<file path="src/rtl/tmr_oc_pkg.sv">
package tmr_oc_pkg;

    typedef enum logic [2:0] {
        OC_OFF  = 3'b000,
        OC_SET  = 3'b001,
        OC_CLR  = 3'b010,
        OC_TGL  = 3'b011,
        OC_FLO  = 3'b100,
        OC_FHI  = 3'b101,
        OC_PWMA = 3'b110,
        OC_PWMB = 3'b111
    } oc_mode_e;

    // Packed MSB first: dir[7:6], clr_en[5], imm_en[4], buf_en[3], mode[2:0]
    typedef struct packed {
        logic [1:0] dir;
        logic       clr_en;
        logic       imm_en;
        logic       buf_en;
        oc_mode_e   mode;
    } oc_cfg_t;

    localparam int CFG_W = $bits(oc_cfg_t);

    function automatic logic is_match_mode(oc_mode_e m);
        return (m == OC_SET) || (m == OC_CLR) || (m == OC_TGL);
    endfunction

endpackage

</file>
<file path="src/rtl/tmr_oc_cmpreg.sv">
module tmr_oc_cmpreg #(
    parameter int W = 16
) (
    input  logic         clk,
    input  logic         rst,
    input  logic         buf_en,
    input  logic         wr,
    input  logic [W-1:0] wdata,
    input  logic         upd,
    output logic [W-1:0] active
);
    logic [W-1:0] shadow_q;
    logic [W-1:0] active_q;

    always_ff @(posedge clk) begin
        if (rst) begin
            shadow_q <= '0;
            active_q <= '0;
        end else begin
            if (wr) begin
                shadow_q <= wdata;
            end
            if (!buf_en) begin
                if (wr) begin
                    active_q <= wdata;
                end
            end else if (upd) begin
                active_q <= shadow_q;
            end
        end
    end

    assign active = active_q;
endmodule

</file>
<file path="src/rtl/tmr_oc_waveform.sv">
module tmr_oc_waveform
    import tmr_oc_pkg::*;
#(
    parameter int W = 16
) (
    input  logic         clk,
    input  logic         rst,
    input  oc_cfg_t      cfg,
    input  logic [W-1:0] cnt_val,
    input  logic         cnt_down,
    input  logic [W-1:0] cmp_val,
    input  logic         sw_evt,
    input  logic         trig_evt,
    input  logic         ext_clr,
    output logic         raw
);
    logic raw_q;
    logic raw_d;
    logic hit;
    logic imm_fire;
    logic pwm_lvl;

    always_comb begin
        imm_fire = cfg.imm_en & trig_evt;
        hit      = (cnt_val == cmp_val) | sw_evt | imm_fire;
        // Level for polarity A; direction decides how equality resolves
        pwm_lvl  = cnt_down ? (cmp_val >= cnt_val) : (cmp_val > cnt_val);

        unique case (cfg.mode)
            OC_OFF:  raw_d = raw_q;
            OC_SET:  raw_d = hit ? 1'b1 : raw_q;
            OC_CLR:  raw_d = hit ? 1'b0 : raw_q;
            OC_TGL:  raw_d = hit ? ~raw_q : raw_q;
            OC_FLO:  raw_d = 1'b0;
            OC_FHI:  raw_d = 1'b1;
            OC_PWMA: raw_d = imm_fire ? 1'b1 : pwm_lvl;
            OC_PWMB: raw_d = imm_fire ? 1'b0 : ~pwm_lvl;
            default: raw_d = raw_q;
        endcase

        if (cfg.dir != 2'b00) begin
            raw_d = 1'b0;
        end
        if (cfg.clr_en && ext_clr) begin
            raw_d = 1'b0;
        end
    end

    always_ff @(posedge clk) begin
        if (rst) begin
            raw_q <= 1'b0;
        end else begin
            raw_q <= raw_d;
        end
    end

    assign raw = raw_q;
endmodule

</file>
<file path="src/rtl/tmr_oc_channel.sv">
module tmr_oc_channel
    import tmr_oc_pkg::*;
#(
    parameter int CNT_W = 16
) (
    input  logic             clk,
    input  logic             rst,
    input  logic [CNT_W-1:0] cnt_val,
    input  logic             cnt_down,
    input  logic             cfg_wr,
    input  logic [7:0]       cfg_data,
    input  logic             cmp_wr,
    input  logic [CNT_W-1:0] cmp_data,
    input  logic             upd_evt,
    input  logic             trig_evt,
    input  logic             sw_evt,
    input  logic             ext_clr,
    output logic             ch_out,
    output logic [CNT_W-1:0] cmp_live
);
    oc_cfg_t          cfg_q;
    logic [CNT_W-1:0] cmp_act;
    logic             raw_q;

    always_ff @(posedge clk) begin
        if (rst) begin
            cfg_q <= '0;
        end else if (cfg_wr) begin
            cfg_q <= oc_cfg_t'(cfg_data[CFG_W-1:0]);
        end
    end

    tmr_oc_cmpreg #(.W(CNT_W)) u_cmpreg (
        .clk    (clk),
        .rst    (rst),
        .buf_en (cfg_q.buf_en),
        .wr     (cmp_wr),
        .wdata  (cmp_data),
        .upd    (upd_evt),
        .active (cmp_act)
    );

    tmr_oc_waveform #(.W(CNT_W)) u_wave (
        .clk      (clk),
        .rst      (rst),
        .cfg      (cfg_q),
        .cnt_val  (cnt_val),
        .cnt_down (cnt_down),
        .cmp_val  (cmp_act),
        .sw_evt   (sw_evt),
        .trig_evt (trig_evt),
        .ext_clr  (ext_clr),
        .raw      (raw_q)
    );

    assign ch_out   = raw_q & (cfg_q.dir == 2'b00) & (cfg_q.mode != OC_OFF);
    assign cmp_live = cmp_act;
endmodule

</file>
<file path="config.mk">
export PLATFORM = sky130hd
export DESIGN_NAME = tmr_oc_channel
export DESIGN_NICKNAME = d
export VERILOG_FILES = /design/src/rtl/tmr_oc_pkg.sv /design/src/rtl/tmr_oc_cmpreg.sv /design/src/rtl/tmr_oc_waveform.sv /design/src/rtl/tmr_oc_channel.sv
export SDC_FILE = /design/constraint.sdc
export NUM_CORES = 1
export LEC_CHECK = 0
export ABC_AREA = 1
export BUFFER_PORTS_ARGS = -buffer_cell sky130_fd_sc_hd__buf_2
export CAP_MARGIN = 5
export CORE_ASPECT_RATIO = 1.5
export CORE_MARGIN = 2
export CORE_UTILIZATION = 46
export DETAILED_ROUTE_END_ITERATION = 10
export PLACE_DENSITY = 0.76
export SLEW_MARGIN = 30
export SYNTH_ARGS = -nofsm -noshare
export SYNTH_HDL_FRONTEND = slang
export SYNTH_SLANG_ARGS = --single-unit
export TNS_END_PERCENT = 100
</file>
<file path="constraint.sdc">
create_clock -name clk -period 1.5 [get_ports clk]
set_input_delay 0.075 -clock clk [delete_from_list [all_inputs] [get_ports clk]]
set_output_delay 0.075 -clock clk [all_outputs]
set_load 0.01 [all_outputs]
</file>
After elaboration in Yosys (flattened, before gate mapping)
Cells that the tools add are included.

word-level totals
  register bits = 41
  input port bits = 49
  output and inout bits = 17
  logic and storage cells = 49

operators by class
  order comparisons = 2
  equal/unequal tests = 12
  muxes and demuxes = 10
  bitwise operators = 8
  reductions and logical operators = 9

operators with widths
  cell                                           number
  2-to-1 mux 16 bit                              3
  == test 16 bit                                 1
  >= comparator 16 bit                           1
  > comparator 16 bit                            1
  == test 3 bit, second input constant           4
  case mux 1 bit (7 select lines)                1
  == test 3 x 2 -> 1 bit, second input constant  2
  2-to-1 mux 1 bit                               6
  != test 2 x 1 -> 1 bit, second input constant  3
  AND reduction 4 bit                            1
  nonzero test 2 bit                             2
  bitwise AND 1 bit                              3
  == test 3 x 1 -> 1 bit, second input constant  1
  logical NOT 3 bit                              1
  inverter 1 bit                                 3
  nonzero test 3 bit                             1
  OR reduction 3 bit                             1
  logical NOT 2 bit                              1
  != test 2 bit, second input constant           1
  OR 1 bit                                       2
  AND reduction 2 bit                            1
  logical AND 1 bit                              1

Logic depth before layout (Yosys ltp)
  word-level depth = 5
  gate-level depth with buffers = 15
  depth with buffers taken out = 15

Hierarchy
From an unflattened synthesis, not the netlist that was laid out.

unflattened totals
  cells, all modules = 373
  area total of the unflattened synthesis = 2387.3 um2

modules (own cells, without submodules)
  module           instances  cells each  area each (um2)  sequential area each (um2)
  tmr_oc_cmpreg    1          229         1493.9           640.6
  tmr_oc_waveform  1          103         599.3            20.0
  tmr_oc_channel   1          41          294.0            160.2

Worst setup path before layout
No wires, ideal clock.

  kind = flip-flop to flip-flop
  start point = reg u_cmpreg.active_q[15] (netlist: u_cmpreg.active[15])
  end point = reg u_wave.raw_q (netlist: u_wave.raw)
  library setup time = 0.109 ns
  data arrival time = 1.359 ns
  required time = 1.391 ns
  path slack = 0.032 ns
  stages on the path, launching flop included = 10
  buffers on the path = 0
  period minus slack after synthesis = 1.468 ns
  cells stage by stage = dfxtp_1 > ha_1 > nand4_1 > nor2_2 > nand3_2 > o21a_1 > nand3_1 > nand3_1 > nand2_1 > inv_1

between the ends
  longest elaborated chain between the ends = 5
  elaborated cells on any way between the ends = 14
  those cells by class = 2 x order compare; 4 x eq/ne; 4 x mux; 3 x bitwise; 1 x reduce/logical

RTL lines
  item                                                                    RTL line                                      source
  from (decl)                                                             tmr_oc_cmpreg.sv:13                           logic [W-1:0] active_q;
  from (signal assigned)                                                  tmr_oc_cmpreg.sv:25                           active_q <= wdata;
  from (signal assigned)                                                  tmr_oc_cmpreg.sv:28                           active_q <= shadow_q;
  > comparator 16 bit, or another cell as far along                       tmr_oc_waveform.sv:27                         pwm_lvl = cnt_down ? (cmp_val >= cnt_val) : (cmp_val > cnt_val);
  2-to-1 mux 1 bit or OR 1 bit (tied branches)                            tmr_oc_waveform.sv:27, tmr_oc_waveform.sv:25
  inverter 1 bit or OR 1 bit (tied branches)                              tmr_oc_waveform.sv:37, tmr_oc_waveform.sv:25
  2-to-1 mux 1 bit or != test 2 x 1 -> 1 bit (tied branches)              -
  case mux 1 bit (7 select lines) or AND reduction 4 bit (tied branches)  -
  to (signal assigned)                                                    tmr_oc_waveform.sv:53                         raw_q <= raw_d;
  to (decl)                                                               tmr_oc_waveform.sv:17                         logic raw_q;

Parallel ways exist; a longest one is shown, timed or not.
A chain may end at the register's enable or synchronous reset.

Final worst setup path
Same ends and word-level chain as after synthesis.

==> impl_metrics.ini <==
[setup_path]
critPathSlowestCell = dfxtp_2
crit_top_cell = nand2_1
critPathLaunchType = flip-flop
cp.depth = 10
path_delay_family = simple AND/OR/NAND/NOR gates
path_cells = ha_4 > nand4_1 > nor2_2 > nand3_2 > o21a_1 > nand2_1 > nand2_1 > nand3_1 > nand2_1 > inv_1
max_stage_delay_ns = 0.34
cp_data_required_time_ns = 1.74
worstPathArrival_ns = 1.77
critPathCaptureType = flip-flop
worstPathMaxFanout = 3
worstSetupStartpoint = u_cmpreg.active[15]$_SDFFE_PP0P_
ff2ff_path_depth = 10
path_class = flip-flop to flip-flop
rr_startpoint = u_cmpreg.active[15]$_SDFFE_PP0P_
crit_buf_inv = 1

[timing]
max_slew_margin_pct = 52.1
setup_viol = 1
setup_ws_ns = -0.0227
finalClockSkew_ns = 0.00570
fmax_mhz = 657
tns_ns = -0.0227
tightest_slew_ns = 0.716
rsz0062_at_grt = true
final_hold_viol_count = 0
slew_violations = 0
period_minus_slack_ns = 1.52
finalCritPeriodShare_pct = 102

[global_routing]
grt.total_usage_pct = 21.7
grt-ovfl-total = 0
grt_pass1_wl_mm = 8.60
antenna_found_initial = 0
grt_pass1_vias = 1946
grt_max_degree = 41

[cts]
clock_latency_ns = 0.29
ctsLongestPathBuffers = 2
cts_tree = built
cts_buffers = 5
h-tree-depth = 2
cts_root_buffer = clkbuf_8
clock_sinks = 41
clk_pin_slew_ns = 0.08

[hold_path]
min_path_type = input pin to flip-flop
min_from = cfg_data[7]
min_path_cells = 3

[place]
preCtsSetupSlack_ns = -0.0654
port_buffers = 65
dp_hpwl_mm = 3.87
gp_congestion = 0.846

[floorplanning]
fp.coreArea_um2 = 4470
start_util_pct = 46.9
rows = 30
die_x_um = 59.1
dieArea_um2 = 5120
pin_count = 66
die_y_um = 86.6

[logic_synthesis]
yosys.area_share.xor_xnor_pct = 0
synthAdderAreaFrac_pct = 9.56
yosys_warnings = 0
synth_nets = 360
synth-seq-area-share_pct = 39.2
syn_inst = 295
async_reset_ff_share_pct = 0
synthMuxAreaShare_pct = 0
synth_ff_type = dfxtp_1
synthDistinctLibCells = 25
syn_area_um2 = 2090
postSynthAreaPerCell_um2 = 7.10
synth_compound_area_share_pct = 19.2
synth_top_family_by_area = simple AND/OR/NAND/NOR gates
synth_edf_count = 0
synth-simple-area-share_pct = 22.7
synth_seq_cells = 41

[final_layout]
n_fill_cell = 386
drive_above_1_share_pct = 35.0
antenna_cells = 0
utilization_pct = 64.1
seqCellArea_um2 = 836
multiInputGateArea_um2 = 1270
syn2layout_area_growth_pct = 36.8
layout.nets = 441

[drt]
vias = 2182
drt_iter0_markers = 75
post-route-drc-count = 0
wirelength_mm = 5.33
viasPerCell = 5.13
drtPass1Iterations = 4
wl_per_cell_um = 12.5
antenna_left = 0

[power]
p_leak_nw = 1.41
ir_drop_v = 0.000751
p_per_area_nw_per_um2 = 906

[run]
drv_cap = 0

[status]
violations = setup timing
outcome = finished with violations
## cells in the mapped netlist, types with 2 or more instances
master | instances | area, µm²
a21oi_1 | 9 | 45.0
a31oi_1 | 16 | 100
buf_2 | 3 | 15.0
buf_6 | 2 | 22.5
clkbuf_1 | 7 | 26.3
dfxtp_1 | 41 | 821
ha_1 | 16 | 200
inv_1 | 32 | 120
nand2_1 | 58 | 218
nand3_1 | 6 | 30.0
nand4_1 | 2 | 12.5
nor2_1 | 47 | 176
nor2_2 | 2 | 12.5
nor3_1 | 2 | 10.0
o21ai_0 | 28 | 140
o21ai_1 | 15 | 75.1
## routing by layer
metal / global-route usage [%] / wire length (µm) / vias to the layer above
li1: - / - / 1133
met1: 27.2 / 2220 / 989
met2: 36.8 / 2750 / 53
met3: 4.48 / 278 / 7
met4: 6.40 / 82 / 0
met5: 0 / 0 / -
## layout by cell type (no fill, tap or decap), types with 2 or more instances in the layout
| master | synthesis | layout |
|---|---|---|
| nor2_1 | 47 | 46 |
| nand2_1 | 58 | 56 |
| nand3_2 | 1 | 5 |
| nand3_1 | 6 | 2 |
| dfxtp_2 | 0 | 12 |
| dfxtp_1 | 41 | 29 |
| clkbuf_8 | 0 | 5 |
| buf_4 | 0 | 22 |
| nor3_1 | 2 | 2 |
| nand2_2 | 0 | 2 |
| o21ai_0 | 28 | 28 |
| a31oi_1 | 16 | 16 |
| nand4_1 | 2 | 2 |
| clkinv_2 | 0 | 2 |
| a21oi_1 | 9 | 8 |
| ha_4 | 0 | 12 |
| inv_1 | 32 | 32 |
| nor2_2 | 2 | 2 |
| ha_1 | 16 | 4 |
| o21ai_1 | 15 | 14 |
| buf_2 | 3 | 65 |
## flip-flops by register name, summed over array words and instances, names as in the netlist
register / cells
cfg_q: 8
u_cmpreg.active: 16
u_cmpreg.shadow_q: 16
u_wave.raw: 1
## power by group
group / switching [mW] / internal (mW) / leakage [nW]
Combinational: 0.344 / 0.304 / 1.02
Clock: 0.374 / 0.323 / 0.0450
Sequential: 0.0658 / 1.18 / 0.344
Total: 0.784 / 1.81 / 1.41
## cells by family after synthesis
group / after synthesis
AOI/OAI and AO/OA: 72
adders and majority gates: 16
buffers and inverters: 47
DFF: 41
and+or+nand+nor: 119
## worst reg2reg max path, cell delays in order (launching register included)
cell     delay [ns]
dfxtp_2        0.34
ha_4           0.27
nand4_1        0.11
nor2_2         0.16
nand3_2        0.11
o21a_1         0.21
nand2_1        0.06
nand2_1        0.05
nand3_1        0.07
nand2_1        0.05
inv_1          0.04
## path summary, 6_finish.rpt
path / end / slack [ns]
hold / removal: cfg_q[7]$_SDFFE_PP0P_ / 0.001
setup / recovery: u_wave.raw$_SDFFE_PP0P_ / -0.02
hold reg to reg: u_cmpreg.active[11]$_SDFFE_PP0P_ / 0.47
setup reg to reg: u_wave.raw$_SDFFE_PP0P_ / -0.02
## final cells by class
| class | instances | share of cell area (%) |
|---|---|---|
| repair buffers | 87 | 17.1 |
| well taps | 48 | 2.10 |
| flip-flops and latches | 41 | 29.2 |
| inverters | 34 | 4.45 |
| clock inverters | 2 | 0.349 |
| clock buffers | 6 | 2.53 |
| multi-input cells | 207 | 44.3 |
## through the flow
step | hold WS, ns | area, µm² | cells | power [mW]
final | 0.00145 | 2870 | 425 | 2.60
after global routing | 0.0283 | 2870 | 425 | 2.75
after CTS | 0.00382 | 2840 | 425 | 2.59
after detailed placement | 0.305 | 2560 | 415 | 1.82
after global placement | 0.300 | 2560 | 415 | 1.81
after floorplan | 0.210 | 2090 | 295 | 1.58
## timing repair
item                                   CTS  global route
buffers inserted                         2             0
endpoints found under the hold margin    0             0
hold buffers                             0             0
setup endpoints to repair                1             1
pin swaps                               11             9
resized for setup                       27             7
No activity file was read; power rests on OpenSTA's default activity.
